<file path="src/rtl/evtIrqPkg.sv">
package evtIrqPkg;
  localparam int NumLines = 13;
  localparam int TopBit   = 31;
  localparam int DataW    = 32;
  localparam int AddrW    = 10;
  localparam int GstopBit = 28;
  localparam logic [AddrW-1:0] EvtAddr   = 10'h004;
  localparam logic [AddrW-1:0] MaskAddr  = 10'h008;
  localparam logic [AddrW-1:0] TxCtlAddr = 10'h0C4;

  typedef struct packed {
    logic wrEvent;
    logic wrMask;
    logic wrTxCtl;
    logic rdEvent;
    logic rdMask;
  } regStrobe_t;
endpackage

</file>
<file path="src/rtl/evtRegDecode.sv">
module evtRegDecode
  import evtIrqPkg::*;
#(
  parameter int ADDR_W = AddrW
) (
  input  logic [ADDR_W-1:0] regAddr,
  input  logic              wrEn,
  output regStrobe_t        stb
);
  logic hitEvt, hitMask, hitTx;

  always_comb begin
    hitEvt  = (regAddr == ADDR_W'(EvtAddr));
    hitMask = (regAddr == ADDR_W'(MaskAddr));
    hitTx   = (regAddr == ADDR_W'(TxCtlAddr));
    stb.wrEvent = wrEn & hitEvt;
    stb.wrMask  = wrEn & hitMask;
    stb.wrTxCtl = wrEn & hitTx;
    stb.rdEvent = hitEvt;
    stb.rdMask  = hitMask;
  end
endmodule

</file>
<file path="src/rtl/evtRegFile.sv">
module evtRegFile
  import evtIrqPkg::*;
#(
  parameter int DATA_W    = DataW,
  parameter int NUM_LINES = NumLines,
  parameter int TOP_BIT   = TopBit,
  parameter int GSTOP_BIT = GstopBit
) (
  input  logic                 clk,
  input  logic                 rstN,
  input  regStrobe_t           stb,
  input  logic [DATA_W-1:0]    wrData,
  input  logic [NUM_LINES-1:0] evtPulse,
  output logic [NUM_LINES-1:0] activeLines,
  output logic [DATA_W-1:0]    rdData
);
  logic [NUM_LINES-1:0] evtQ, evtD, clrLines, setLines;
  logic [DATA_W-1:0]    maskQ, eventWord;

  for (genvar i = 0; i < NUM_LINES; i++) begin : g_line
    assign clrLines[i] = stb.wrEvent & wrData[TOP_BIT-i];
    if (TOP_BIT - i == GSTOP_BIT) begin : g_gstop
      assign setLines[i] = evtPulse[i] | stb.wrTxCtl;
    end else begin : g_plain
      assign setLines[i] = evtPulse[i];
    end
    assign activeLines[i] = evtQ[i] & maskQ[TOP_BIT-i];
  end

  always_comb begin
    eventWord = '0;
    for (int i = 0; i < NUM_LINES; i++) eventWord[TOP_BIT-i] = evtQ[i];
  end

  assign evtD = (evtQ & ~clrLines) | setLines;

  always_ff @(posedge clk or negedge rstN) begin
    if (!rstN) begin
      evtQ  <= '0;
      maskQ <= '0;
    end else begin
      evtQ <= evtD;
      if (stb.wrMask) maskQ <= wrData;
    end
  end

  assign rdData = stb.rdEvent ? eventWord : (stb.rdMask ? maskQ : '0);

  AST_SET_WINS: assert property (@(posedge clk) disable iff (!rstN)
    (|evtPulse) |=> ((evtQ & $past(evtPulse)) == $past(evtPulse)));
  AST_W1C_CLEARS: assert property (@(posedge clk) disable iff (!rstN)
    (stb.wrEvent && evtPulse == '0) |=> ((eventWord & $past(wrData)) == '0));
  AST_MASK_STORE: assert property (@(posedge clk) disable iff (!rstN)
    stb.wrMask |=> (maskQ == $past(wrData)));
  AST_GSTOP_SET: assert property (@(posedge clk) disable iff (!rstN)
    stb.wrTxCtl |=> eventWord[GSTOP_BIT]);
endmodule

</file>
<file path="src/rtl/irqLineDrive.sv">
module irqLineDrive
  import evtIrqPkg::*;
#(
  parameter int NUM_LINES = NumLines
) (
  input  logic                 clk,
  input  logic                 rstN,
  input  logic [NUM_LINES-1:0] activeLines,
  output logic [NUM_LINES-1:0] irqLines
);
  logic [NUM_LINES-1:0] prevActive, changed, irqQ;

  assign changed = activeLines ^ prevActive;

  always_ff @(posedge clk or negedge rstN) begin
    if (!rstN) begin
      prevActive <= '0;
      irqQ       <= '0;
    end else begin
      prevActive <= activeLines;
      for (int i = 0; i < NUM_LINES; i++)
        if (changed[i]) irqQ[i] <= activeLines[i];
    end
  end

  assign irqLines = irqQ;

  AST_LINE_FOLLOWS: assert property (@(posedge clk) disable iff (!rstN)
    1'b1 |=> (irqLines == $past(activeLines)));
  AST_LINE_HOLDS: assert property (@(posedge clk) disable iff (!rstN)
    $stable(activeLines) |=> $stable(irqLines));
endmodule

</file>
<file path="src/rtl/evtIrqCtrl.sv">
module evtIrqCtrl
  import evtIrqPkg::*;
#(
  parameter int ADDR_W    = AddrW,
  parameter int DATA_W    = DataW,
  parameter int NUM_LINES = NumLines
) (
  input  logic                 clk,
  input  logic                 rstN,
  input  logic [ADDR_W-1:0]    regAddr,
  input  logic                 wrEn,
  input  logic [DATA_W-1:0]    wrData,
  output logic [DATA_W-1:0]    rdData,
  input  logic [NUM_LINES-1:0] evtPulse,
  output logic [NUM_LINES-1:0] irqLines
);
  regStrobe_t           stb;
  logic [NUM_LINES-1:0] activeLines;

  evtRegDecode #(.ADDR_W(ADDR_W)) uDecode (
    .regAddr(regAddr), .wrEn(wrEn), .stb(stb));

  evtRegFile #(.DATA_W(DATA_W), .NUM_LINES(NUM_LINES)) uRegs (
    .clk(clk), .rstN(rstN), .stb(stb), .wrData(wrData),
    .evtPulse(evtPulse), .activeLines(activeLines), .rdData(rdData));

  irqLineDrive #(.NUM_LINES(NUM_LINES)) uLines (
    .clk(clk), .rstN(rstN), .activeLines(activeLines), .irqLines(irqLines));

  AST_RESET_QUIET: assert property (@(posedge clk) !rstN |=> irqLines == '0);
endmodule

</file>
<file path="config.mk">
export PLATFORM = sky130hd
export DESIGN_NAME = evtIrqCtrl
export DESIGN_NICKNAME = d
export VERILOG_FILES = /design/src/rtl/evtIrqPkg.sv /design/src/rtl/evtRegDecode.sv /design/src/rtl/evtRegFile.sv /design/src/rtl/irqLineDrive.sv /design/src/rtl/evtIrqCtrl.sv
export SDC_FILE = /design/constraint.sdc
export NUM_CORES = 1
export LEC_CHECK = 0
export ABC_AREA = 1
export BUFFER_PORTS_ARGS = -buffer_cell sky130_fd_sc_hd__buf_4
export CAP_MARGIN = 20
export CORE_UTILIZATION = 50
export DETAILED_ROUTE_END_ITERATION = 8
export PLACE_DENSITY = 0.76
export SLEW_MARGIN = 25
export SYNTH_ARGS = -nofsm -noshare
export SYNTH_HDL_FRONTEND = slang
export SYNTH_HIERARCHICAL = 1
export SYNTH_SLANG_ARGS = --single-unit
</file>
<file path="constraint.sdc">
create_clock -name clk -period 1.5 [get_ports clk]
set_clock_uncertainty 0.05 [all_clocks]
set_input_delay 0.3 -clock clk [delete_from_list [all_inputs] [get_ports clk]]
set_output_delay 0.3 -clock clk [all_outputs]
set_load 0.01 [all_outputs]
</file>
Word-level counts from Yosys, hierarchy flattened
Index checks and enable logic that the tools add are counted.
{ "totals": {"ff_bits": 71, "latchBits": 0, "ram_bits": 0, "mem_bits_ro": 0, "in_bits": 58, "out_inout_bits": 45, "memories": 0} }
{ "op_classes": {"addsub": 0, "multipliers": 0, "n_div": 0, "order_cmp": 0, "eq_ne": 3, "shift": 0, "mux": 2, "bitwise_logic": 34, "reduce_logical": 0} }
{ "op_table": {"columns": ["cell", "count"], "rows": [
  ["$mux W32", 2],
  ["$and A1 B1 Y1", 29],
  ["$and A13 B13 Y13", 1],
  ["$not A13 Y13", 1],
  ["$or A13 B13 Y13", 1],
  ["$xor A13 B13 Y13", 1],
  ["$eq A10 B3 Y1 const B", 1],
  ["$eq A10 B4 Y1 const B", 1],
  ["$eq A10 B8 Y1 const B", 1],
  ["$or A1 B1 Y1", 1]
]} }

Longest topological paths before layout
Gate-level depths: netlist (run 1).
{ "logic_depth": {"ltp_word": 6, "mapped_depth": 10, "ltp_nobuf": 8} }

By module
The synthesis (run 1) kept the hierarchy.
{ "modules_own_cells": {"columns": ["mod", "instances", "cells_per_inst", "area_per_inst_um2", "seq_area_each_um2"], "rows": [
  ["evtRegFile", 1, 291, 2162.1, 1126.1],
  ["irqLineDrive", 1, 65, 813.3, 650.6],
  ["evtRegDecode", 1, 30, 148.9, 0.0]
]} }

Least setup slack after synthesis (run 1)
No wires, ideal clock.
{ "synth_timing": {"path_kind": "input port to output port", "from": "input port regAddr[3]", "to": "output port rdData[10]", "arrival_ns": 1.120, "required_time_ns": 1.150, "path_slack_ns": 0.030, "path_stages": 10, "path_buffers": 2, "cell_sequence": "inv_2 > nand2_2 > nor2_2 > nand3_2 > inv_1 > buf_4 > inv_2 > nand2_4 > buf_6 > nor2_2"} }
{ "synth_via": {"word_cells_on_any_way": 4, "classes_between": "2 x eq/ne; 2 x mux"} }
{ "synth_rtl": {"columns": ["item", "line_no", "rtl"], "rows": [
  ["from (decl)", "evtIrqCtrl.sv:10", "input logic [ADDR_W-1:0] regAddr,"],
  ["$eq A10 B3 Y1", "evtRegDecode.sv:13", "hitEvt = (regAddr == ADDR_W'(EvtAddr));"],
  ["via uDecode.hitEvt", "evtRegDecode.sv:10", "logic hitEvt, hitMask, hitTx;"],
  ["$mux W32", "evtRegFile.sv:47", "assign rdData = stb.rdEvent ? eventWord : (stb.rdMask ? maskQ : '0);"],
  ["to (decl)", "evtIrqCtrl.sv:13", "output logic [DATA_W-1:0] rdData,"]
]} }
The timed path passes the listed nets, and every way through them passes these cells.

==> impl_metrics.json, run 1 <==
{
  "outcome": "finished, violations left",
  "violations": "negative setup slack",
  "layout_setup_ws_ns": -0.172,
  "hold_viol": 0,
  "diodes": 0,
  "wl_per_cell_um": 14.0,
  "instances_no_fill": 592,
  "cts_buffers": 9,
  "setup_violations": 32,
  "num_vias": 2928,
  "grt.total_usage_pct": 26.3,
  "endpoint_kind": "output pin",
  "via_per_inst": 4.95,
  "min_period_ns": 1.67,
  "place_inst": 563,
  "p_comb_share_pct": 16.8,
  "synth_top_family_by_area": "simple AND/OR/NAND/NOR gates",
  "swShare_pct": 25.5,
  "cp.required_ns": 1.15,
  "grt_overflow": 0,
  "relSlewSlack_pct": 74.9,
  "ys_ff_latch": 71,
  "critPathTopFamily": "buffers and inverters",
  "drc": 0,
  "die_w_um": 81.0,
  "fin_crit_sh_pct": 111,
  "firstDrtPassIters": 4,
  "clk_pin_slew_ns": 0.08,
  "place_hpwl_um": 4790,
  "synth_edf_count": 0,
  "synth.area.mux_share_pct": 0,
  "syn_nets": 444,
  "antenna_found_initial": 0,
  "yosys.area.top_type_share_pct": 56.9,
  "power.switching_mw": 1.27,
  "cts_buffer_depth": 2,
  "synth.largest_area_cell": "dfrtp_1",
  "hp-class": "input port to flip-flop",
  "fp.dieArea_um2": 6570,
  "vdd_ir_drop_max_mv": 0.812,
  "syn_to_final_growth_pct": 55.0,
  "grt_pass1_vias": 2882,
  "drv_cap": 0,
  "top_level_ports": 103,
  "worst_path_max_delay_cell": "buf_12",
  "slowest_delay_ns": 0.14,
  "power.density_nw_per_um2": 1030,
  "core_area_um2": 5990,
  "insertion_delay_ns": 0.35,
  "rsz0062_at_grt": "yes",
  "place_area_um2": 4050,
  "worst_slew_pin_slew_ns": 0.377,
  "synthXorXnorAreaFrac_pct": 0,
  "cts-htree-levels": 3,
  "ys.flop_type": "dfrtp_1",
  "fin_util_pct": 80.8,
  "place_congestion": 0.748,
  "async_reset_ff_share_pct": 100,
  "cts_tree": "done",
  "clock_sinks": 71,
  "p_leak_nw": 2.51,
  "yosysMostFrequentCell": "nand2_1",
  "power_frac_seq_pct": 45.9,
  "grt_pass1_wl_um": 12800,
  "synth-seq-area-share_pct": 56.9,
  "synth_commonest_cells": "127 x nand2_1, 71 x dfrtp_1, 65 x inv_1",
  "worst-path-max-fanout": 7,
  "power_frac_clock_pct": 37.3,
  "die_h_um": 81.0,
  "drive_gt1_share_pct": 42.0,
  "syn_avg_cell_area_um2": 8.09,
  "postSynthCellCount": 386,
  "worst-path-buf-inv": 6,
  "path_common_cell": "buf_6",
  "synth_cell_types": 17,
  "clockRootBuffer": "clkbuf_8",
  "grt_max_degree": 72,
  "portBuffers": 102,
  "fmax_ghz": 0.598,
  "synth-compound-area-share_pct": 7.21,
  "wl_um": 8320,
  "fin_nets": 570,
  "synth_fa_ha_area_share_pct": 0,
  "critPathLaunchType": "input port",
  "start_util_pct": 52.2,
  "internal-power_mw": 3.72,
  "syn_area_um2": 3120,
  "arrival_ns": 1.32,
  "synthSimpleGateAreaFrac_pct": 25.2,
  "crit_chain": "buf_6, inv_4, nand2_4, nor2_4, nand3_2, inv_2, buf_6, buf_12, nand2_2, nand2_2, buf_6",
  "synth_area_leaders": "dfrtp_1 57%, nand2_1 15%, inv_1 7.8%, o21ai_0 5.1%, nor2_1 3.4%",
  "yosysWarnings": 6,
  "antenna_left": 0,
  "crit_type": "input port to output pin",
  "num_rows": 28,
  "drt_iter0_markers": 154,
  "report.final.slew_viol_count": 0,
  "design_area_um2": 4840
}
==> worst min-delay path, cell delays in order <==
cell	delay (ns)
buf_4	0.07
inv_1	0.03
nand2_1	0.05
==> timing repair <==
| item | in CTS | in global routing |
|---|---|---|
| setup endpoints to repair | 32 | 32 |
| gates cloned | 4 | 0 |
| buffers inserted | 5 | 3 |
| pin swaps | 27 | 13 |
| hold buffers | 1 | 0 |
| resized for setup | 89 | 27 |
| endpoints found under the hold margin | 71 | 0 |
==> cells by family after synthesis <==
family                 after synthesis
buffers and inverters               81
AND/OR/NAND/NOR                    189
flip-flops                          71
AO/OA/AOI/OAI                       45
==> state kept, by name (all words and copies together), names as in the netlist <==
register           flops
uLines/prevActive     13
uLines/irqLines       13
uRegs/evtQ            13
uRegs/maskQ           32
==> layout make-up <==
| cell class | count | area [um2] |
|---|---|---|
| Clock buffer | 10 | 138 |
| Clock inverter | 6 | 108 |
| Fill cell | 369 | 1150 |
| Inverter | 67 | 272 |
| Multi-Input combinational cell | 237 | 1300 |
| Sequential cell | 71 | 1780 |
| Tap cell | 75 | 93.8 |
| Timing Repair Buffer | 126 | 1150 |
==> stage by stage <==
step                      hold slack (ns)  setup TNS, ns  power (mW)  setup WS, ns
after floorplan                   -0.0456              0        2.59        0.0302
after global placement              0.284          -7.49        3.07        -0.263
after detailed placement            0.289          -9.72        3.12        -0.347
after CTS                          0.0790          -4.24        5.00        -0.156
after global routing               0.0879          -6.67        5.21        -0.229
final                              0.0820          -4.91        4.99        -0.172
==> routing by layer <==
layer  vias to the layer above  track usage [%]  share of wire (%)
met3                        11             5.62                7.0
met2                       128             45.4                 53
met1                      1380             31.7                 39
li1                       1409                -                  -
met4                         0             11.1                1.4
met5                         -                0                  0
==> worst paths after layout <==
path                       cells past startpoint            startpoint                  to  slack [ns]
setup / recovery                              11            regAddr[5]          rdData[20]       -0.17
hold / removal                                 3           evtPulse[6]       uRegs/evtQ[6]        0.08
setup reg to reg                               4         uRegs/evtQ[2]  uLines/irqLines[2]        0.58
hold reg to reg                                1  uLines/prevActive[7]  uLines/irqLines[7]        0.36
max in group asynchronous                      3                  rstN     uRegs/maskQ[10]        0.65
min in group asynchronous                      3                  rstN  uLines/irqLines[0]        0.44
==> layout by cell type, fill, tap and decap left out, types with 2 or more instances in the layout <==
master | synthesis | layout
bufinv_16 | 0 | 3
nor2_4 | 0 | 8
buf_6 | 1 | 25
nand2_8 | 0 | 3
nor2_1 | 28 | 23
a21oi_1 | 13 | 13
buf_8 | 0 | 2
dfrtp_1 | 71 | 71
o21ai_0 | 32 | 32
inv_1 | 65 | 58
nand2_1 | 127 | 98
buf_4 | 3 | 91
clkinv_2 | 0 | 2
nand2_4 | 1 | 9
nand3_1 | 16 | 4
nor2_2 | 14 | 11
clkbuf_8 | 0 | 10
nand2_2 | 1 | 22
inv_4 | 0 | 3
inv_2 | 2 | 4
buf_12 | 0 | 6
nand3_2 | 1 | 13
==> power groups by stage <==
stage                     logic, mW  registers [mW]  clock network [mW]
after floorplan               0.212            2.38                   0
after global placement        0.766            2.31                   0
after detailed placement      0.793            2.32                   0
after CTS                     0.827            2.29                1.88
after global routing          0.929            2.32                1.96
final                         0.838            2.29                1.86
Note: power is estimated with default switching activity, not from simulation.
==> inputs of run 2 (changes only) <==
PLACE_DENSITY = 0.88   (was 0.76)
==> run 2 against run 1 <==
  * The flow still finishes with violations (negative setup slack)
  * First-iteration DRC count grew 49%
  * Final cell count up 3.2%
  * Global-route usage decreased by 0.62 points
  * Via count up 9.3%
  * Maximum frequency is 5.1% lower
  * Non-clock buffer count grew 22
  * Cell area increased by 5.1%
  * Utilization up 4.1 points
  * Worst setup slack got worse by 0.090 ns
  * Critical path depth is 2 lower
  * Power down 6.0%
  * Largest cell class unchanged
==> impl_metrics.json, run 2 (synthesized netlist as in run 1, its figures left out) <==
{
  "fp.dieArea_um2": 6570,
  "path_common_cell": "buf_6",
  "place_ws_ns": -0.256,
  "antenna_left": 0,
  "top_register": "uRegs/maskQ",
  "reg2regPathDepth": 4,
  "endpoint_kind": "output pin",
  "drv_cap": 0,
  "cts-htree-levels": 3,
  "insertion_delay_ns": 0.34,
  "violations": "negative setup slack",
  "wl_per_cell_um": 16.8,
  "largest_register_ff_count": 32,
  "worst_path_max_delay_cell": "buf_6",
  "portBuffers": 102,
  "fin_crit_sh_pct": 117,
  "power.density_nw_per_um2": 922,
  "fmax_ghz": 0.568,
  "slowest_delay_ns": 0.17,
  "cp.required_ns": 1.15,
  "grt_pass1_wl_um": 12400,
  "diodes": 0,
  "cts_buffers": 9,
  "rsz0062_at_grt": "yes",
  "ff2ff_setup_slack_ns": 0.49,
  "fin_nets": 589,
  "worst_slew_pin_slew_ns": 0.354,
  "grt_max_degree": 65,
  "outcome": "finished, violations left",
  "drc": 0,
  "syn_to_final_growth_pct": 62.9,
  "p_leak_nw": 2.63,
  "cts_tree": "done",
  "core_area_um2": 5990,
  "num_rows": 28,
  "num_vias": 3200,
  "die_h_um": 81.0,
  "hold_depth": 3,
  "multi_input_area_um2": 1290,
  "fin_tns_setup_ns": -10.56,
  "report.final.slew_viol_count": 0,
  "place_hpwl_um": 5120,
  "grt.total_usage_pct": 25.7,
  "cts_buffer_depth": 2,
  "clockRootBuffer": "clkbuf_8",
  "seqCellArea_um2": 1780,
  "vdd_ir_drop_max_mv": 0.839,
  "worst-path-max-fanout": 4,
  "hold_viol": 0,
  "crit_chain": "buf_6, nor2_1, nand3_1, nor2_2, buf_6, buf_6, nand3_2, nand2_1, buf_6",
  "layout_common_cells": "101 x nand2_1, 98 x buf_4, 71 x dfrtp_1, 58 x inv_1, 31 x buf_6",
  "firstDrtPassIters": 5,
  "rr_startpoint": "uRegs/maskQ[30]",
  "critPathTopFamily": "simple AND/OR/NAND/NOR gates",
  "top_level_ports": 103,
  "layout_commonest_cell": "nand2_1",
  "nFillCells": 310,
  "die_w_um": 81.0,
  "place_congestion": 0.771,
  "worst-path-buf-inv": 4,
  "start_util_pct": 52.2,
  "drive_gt1_share_pct": 46.1,
  "grt_pass1_vias": 2690,
  "clk_pin_slew_ns": 0.08,
  "wl_um": 10300,
  "drt_iter0_markers": 229,
  "antenna_found_initial": 0,
  "layout_setup_ws_ns": -0.262,
  "crit_type": "input port to output pin",
  "grt_overflow": 0,
  "reg2reg_to": "uLines/irqLines[1]",
  "hp-class": "input port to flip-flop",
  "relSlewSlack_pct": 76.4,
  "critPathLaunchType": "input port",
  "clock_sinks": 71,
  "hold-path-endpoint": "uRegs/evtQ[7]",
  "hold_start": "evtPulse[7]",
  "via_per_inst": 5.24,
  "arrival_ns": 1.41,
  "min_period_ns": 1.76,
  "setup_violations": 77
}
-- run 2: cell count changes in the layout (fill, tap and decap cells not counted), moves of 3 or more --
cell	before	now
o21ai_2	0	13
o21ai_1	0	19
o21ai_0	32	0
clkbuf_16	0	7
buf_6	25	31
inv_2	4	7
nand2_1	98	101
nand3_4	0	4
nand2_4	9	1
nand2_2	22	26
inv_4	3	0
buf_4	91	98
-- run 2: repair_timing --
| action | CTS | global route |
|---|---|---|
| resized for setup | 44 | 111 |
| setup buffers | 17 | 9 |
| gates cloned | 0 | 10 |
| hold buffers | 1 | 0 |
| endpoints found under the hold margin | 24 | 0 |
| pin swaps | 9 | 19 |
| endpoints found under the setup margin | 32 | 77 |
-- run 2: through the flow --
step           hold slack, ns  util, %  power [mW]  cells  instance area, um2
2_1_floorplan         -0.0456        -        2.59    386                3120
3_3_place_gp            0.172     67.9        3.07    562                4070
3_5_place_dp            0.189     67.9        3.12    562                4070
4_1_cts                0.0808     75.6        4.65    596                4530
5_1_grt                0.0808     84.9        4.90    611                5090
6_report               0.0929     84.9        4.69    611                5090
-- run 2: layer usage --
| layer | vias to the layer above | track usage (%) | routed length (um) | part of all wire (%) |
|---|---|---|---|---|
| met5 | - | 0 | 0 | 0 |
| met4 | 0 | 12.7 | 378 | 3.7 |
| met2 | 173 | 44.5 | 5330 | 52 |
| li1 | 1454 | - | - | - |
| met1 | 1537 | 29.9 | 3870 | 38 |
| met3 | 36 | 5.62 | 689 | 6.7 |
-- run 2: final cells by class --
| cell class | instances | area share (%) |
|---|---|---|
| Timing Repair Buffer | 148 | 28.9 |
| Tap cell | 75 | 1.84 |
| Multi-Input combinational cell | 234 | 25.3 |
| Inverter | 67 | 5.19 |
| Clock inverter | 6 | 1.18 |
| Sequential cell | 71 | 34.9 |
| Clock buffer | 10 | 2.70 |
-- run 2: tightest hold or removal path, delay by kind of cell --
kind,cells,cell delay (ns)
AND/OR/NAND/NOR,1,0.05
buffers and inverters,2,0.11
-- run 2: power by group --
group          switching (mW)  total, mW  internal [mW]
Combinational           0.416      0.881          0.466
Sequential              0.171       2.30           2.12
Clock                   0.713       1.52          0.805
Total                    1.30       4.69           3.39
-- run 2: worst max-delay path by stage --
stage                    start         end  slack, ns  depth (start not counted)
floorplan           regAddr[3]  rdData[10]       0.03                         10
global placement    regAddr[7]  rdData[12]      -0.19                          8
detailed placement  regAddr[3]   rdData[6]      -0.26                         10
CTS                 regAddr[7]  rdData[21]      -0.14                          9
global route        regAddr[8]  rdData[30]      -0.28                         11
finish              regAddr[5]  rdData[30]      -0.26                          9
==> inputs of run 3 (changes only) <==
CORE_MARGIN = 2   (was default)
clock period = 2 ns   (was 1.5 ns; I/O delays follow)
==> run 3 against run 2 <==
  * The flow now finishes without violations
  * Via count shrank 12%
  * Flip-flop and latch count is the same
  * Critical endpoint is now rdData[1]
  * Global-route usage shrank 4.1 points
==> impl_metrics.json, run 3 (synthesized netlist as in run 1, its figures left out) <==
{
  "power_frac_seq_pct": 47.4,
  "num_rows": 28,
  "layout_commonest_cell": "nand2_1",
  "core_area_um2": 5990,
  "relSlewSlack_pct": 72.7,
  "vdd_ir_drop_max_mv": 0.512,
  "fin_tns_setup_ns": 0,
  "endpoint_kind": "output pin",
  "internal-power_mw": 2.68,
  "layout_common_cells": "127 x nand2_1, 105 x buf_4, 71 x dfrtp_1, 64 x inv_1, 32 x o21ai_0",
  "crit_type": "input port to output pin",
  "hp-class": "input port to flip-flop",
  "num_vias": 2807,
  "cp.required_ns": 1.55,
  "fin_nets": 554,
  "cts_setup_buffers": 0,
  "power.switching_mw": 0.934,
  "clk_pin_slew_ns": 0.09,
  "drive_gt1_share_pct": 31.1,
  "place_area_um2": 4000,
  "largest_register_ff_count": 32,
  "drt_iter0_markers": 151,
  "top_register": "uRegs/maskQ",
  "outcome": "complete, no violations",
  "nFillCells": 455,
  "start_util_pct": 52.2,
  "wl_per_cell_um": 13.0,
  "wl_um": 7500,
  "arrival_ns": 1.46,
  "grt_pass1_wl_um": 12000,
  "drv_cap": 0,
  "fin_crit_sh_pct": 95.3,
  "cts_buffers": 9,
  "portBuffers": 102,
  "grt_max_degree": 65,
  "setup_violations": 0,
  "hold_viol": 0,
  "layout_setup_ws_ns": 0.0946,
  "antenna_found_initial": 0,
  "report.final.slew_viol_count": 0,
  "p_leak_nw": 2.36,
  "cts_buffer_depth": 2,
  "grt_pass1_vias": 2717,
  "power_frac_clock_pct": 36.0,
  "diodes": 0,
  "fin_hold_ws_ns": 0.174,
  "via_per_inst": 4.87,
  "firstDrtPassIters": 5,
  "fin_util_pct": 72.3,
  "grt_overflow": 0,
  "cts-htree-levels": 3,
  "place_hpwl_um": 5060,
  "die_h_um": 83.0,
  "insertion_delay_ns": 0.34,
  "antenna_left": 0,
  "cts_tree": "done",
  "place_ws_ns": -0.0289,
  "design_area_um2": 4330,
  "clockRootBuffer": "clkbuf_8",
  "drc": 0,
  "grt.total_usage_pct": 21.6,
  "fp.dieArea_um2": 6900,
  "fmax_ghz": 0.525,
  "top_level_ports": 103,
  "die_w_um": 83.0,
  "clock_sinks": 71,
  "worst_slew_pin_slew_ns": 0.410,
  "syn_to_final_growth_pct": 38.7,
  "place_congestion": 0.800,
  "min_period_ns": 1.91,
  "critPathLaunchType": "input port",
  "power.density_nw_per_um2": 835,
  "worst-path-max-fanout": 10,
  "swShare_pct": 25.8,
  "p_comb_share_pct": 16.5
}
[run 3: cell types whose count changed in the layout (fill, tap and decap cells not counted), sizes merged]
| cell | delta |
|---|---|
| buf | -30 |
| clkbuf | -5 |
| clkinv | -3 |
| bufinv | +1 |
| inv | +1 |
| nand2 | +1 |
[run 3: worst paths after layout]
kind | slack [ns] | end | cells after the start | start
setup / recovery | 0.09 | rdData[1] | 8 | regAddr[1]
hold / removal | 0.17 | uRegs/evtQ[6] | 3 | evtPulse[6]
setup reg to reg | 1.11 | uLines/irqLines[3] | 4 | uRegs/maskQ[28]
hold reg to reg | 0.37 | uLines/irqLines[5] | 1 | uLines/prevActive[5]
max in group asynchronous | 0.88 | uRegs/maskQ[22] | 3 | rstN
min in group asynchronous | 0.48 | uLines/irqLines[2] | 2 | rstN
[run 3: cell type report]
| cell class | instances | area, um2 | share of cell area [%] |
|---|---|---|---|
| sequential | 71 | 1780 | 41.0 |
| multi-input combinational | 235 | 1080 | 24.9 |
| timing repair buffer | 112 | 900 | 20.8 |
| inverter | 67 | 254 | 5.86 |
| clock buffer | 11 | 151 | 3.49 |
| tap | 75 | 93.8 | 2.17 |
| clock inverter | 5 | 80.1 | 1.85 |
[run 3: per-layer routing]
layer,global-route usage [%],vias to the layer above,routed length (um)
li1,-,1372,-
met1,27.0,1309,3070
met2,35.3,113,3750
met3,5.37,13,533
met4,9.84,0,139
met5,0,-,0
[run 3: power by group through the flow]
stage	Clock (mW)	Combinational, mW	Sequential (mW)
finish	1.30	0.598	1.72
detailed placement	0	0.600	1.74
CTS	1.31	0.606	1.72
floorplan	0	0.159	1.79
global route	1.38	0.655	1.74
global placement	0	0.578	1.73
[run 3: metrics by stage]
stage               instances  power [mW]
detailed placement        556        2.34
floorplan                 386        1.94
finish                    576        3.62
global route              576        3.78
CTS                       573        3.64
global placement          556        2.31
[run 3: worst max-delay path, cell delays in order]
cell,delay [ns]
buf_4,0.11
nor2_1,0.13
nand3_2,0.12
nor2_4,0.19
buf_12,0.17
nand2_8,0.09
nor2_1,0.11
buf_4,0.13
[run 3: repair_timing]
| item | in CTS | in global routing |
|---|---|---|
| hold endpoints to repair | 31 | 0 |
| endpoints found under the setup margin | 19 | 22 |
| hold buffers | 1 | 0 |
| pin swaps | 0 | 2 |
| cloned | 0 | 3 |
| gates resized for setup | 2 | 13 |
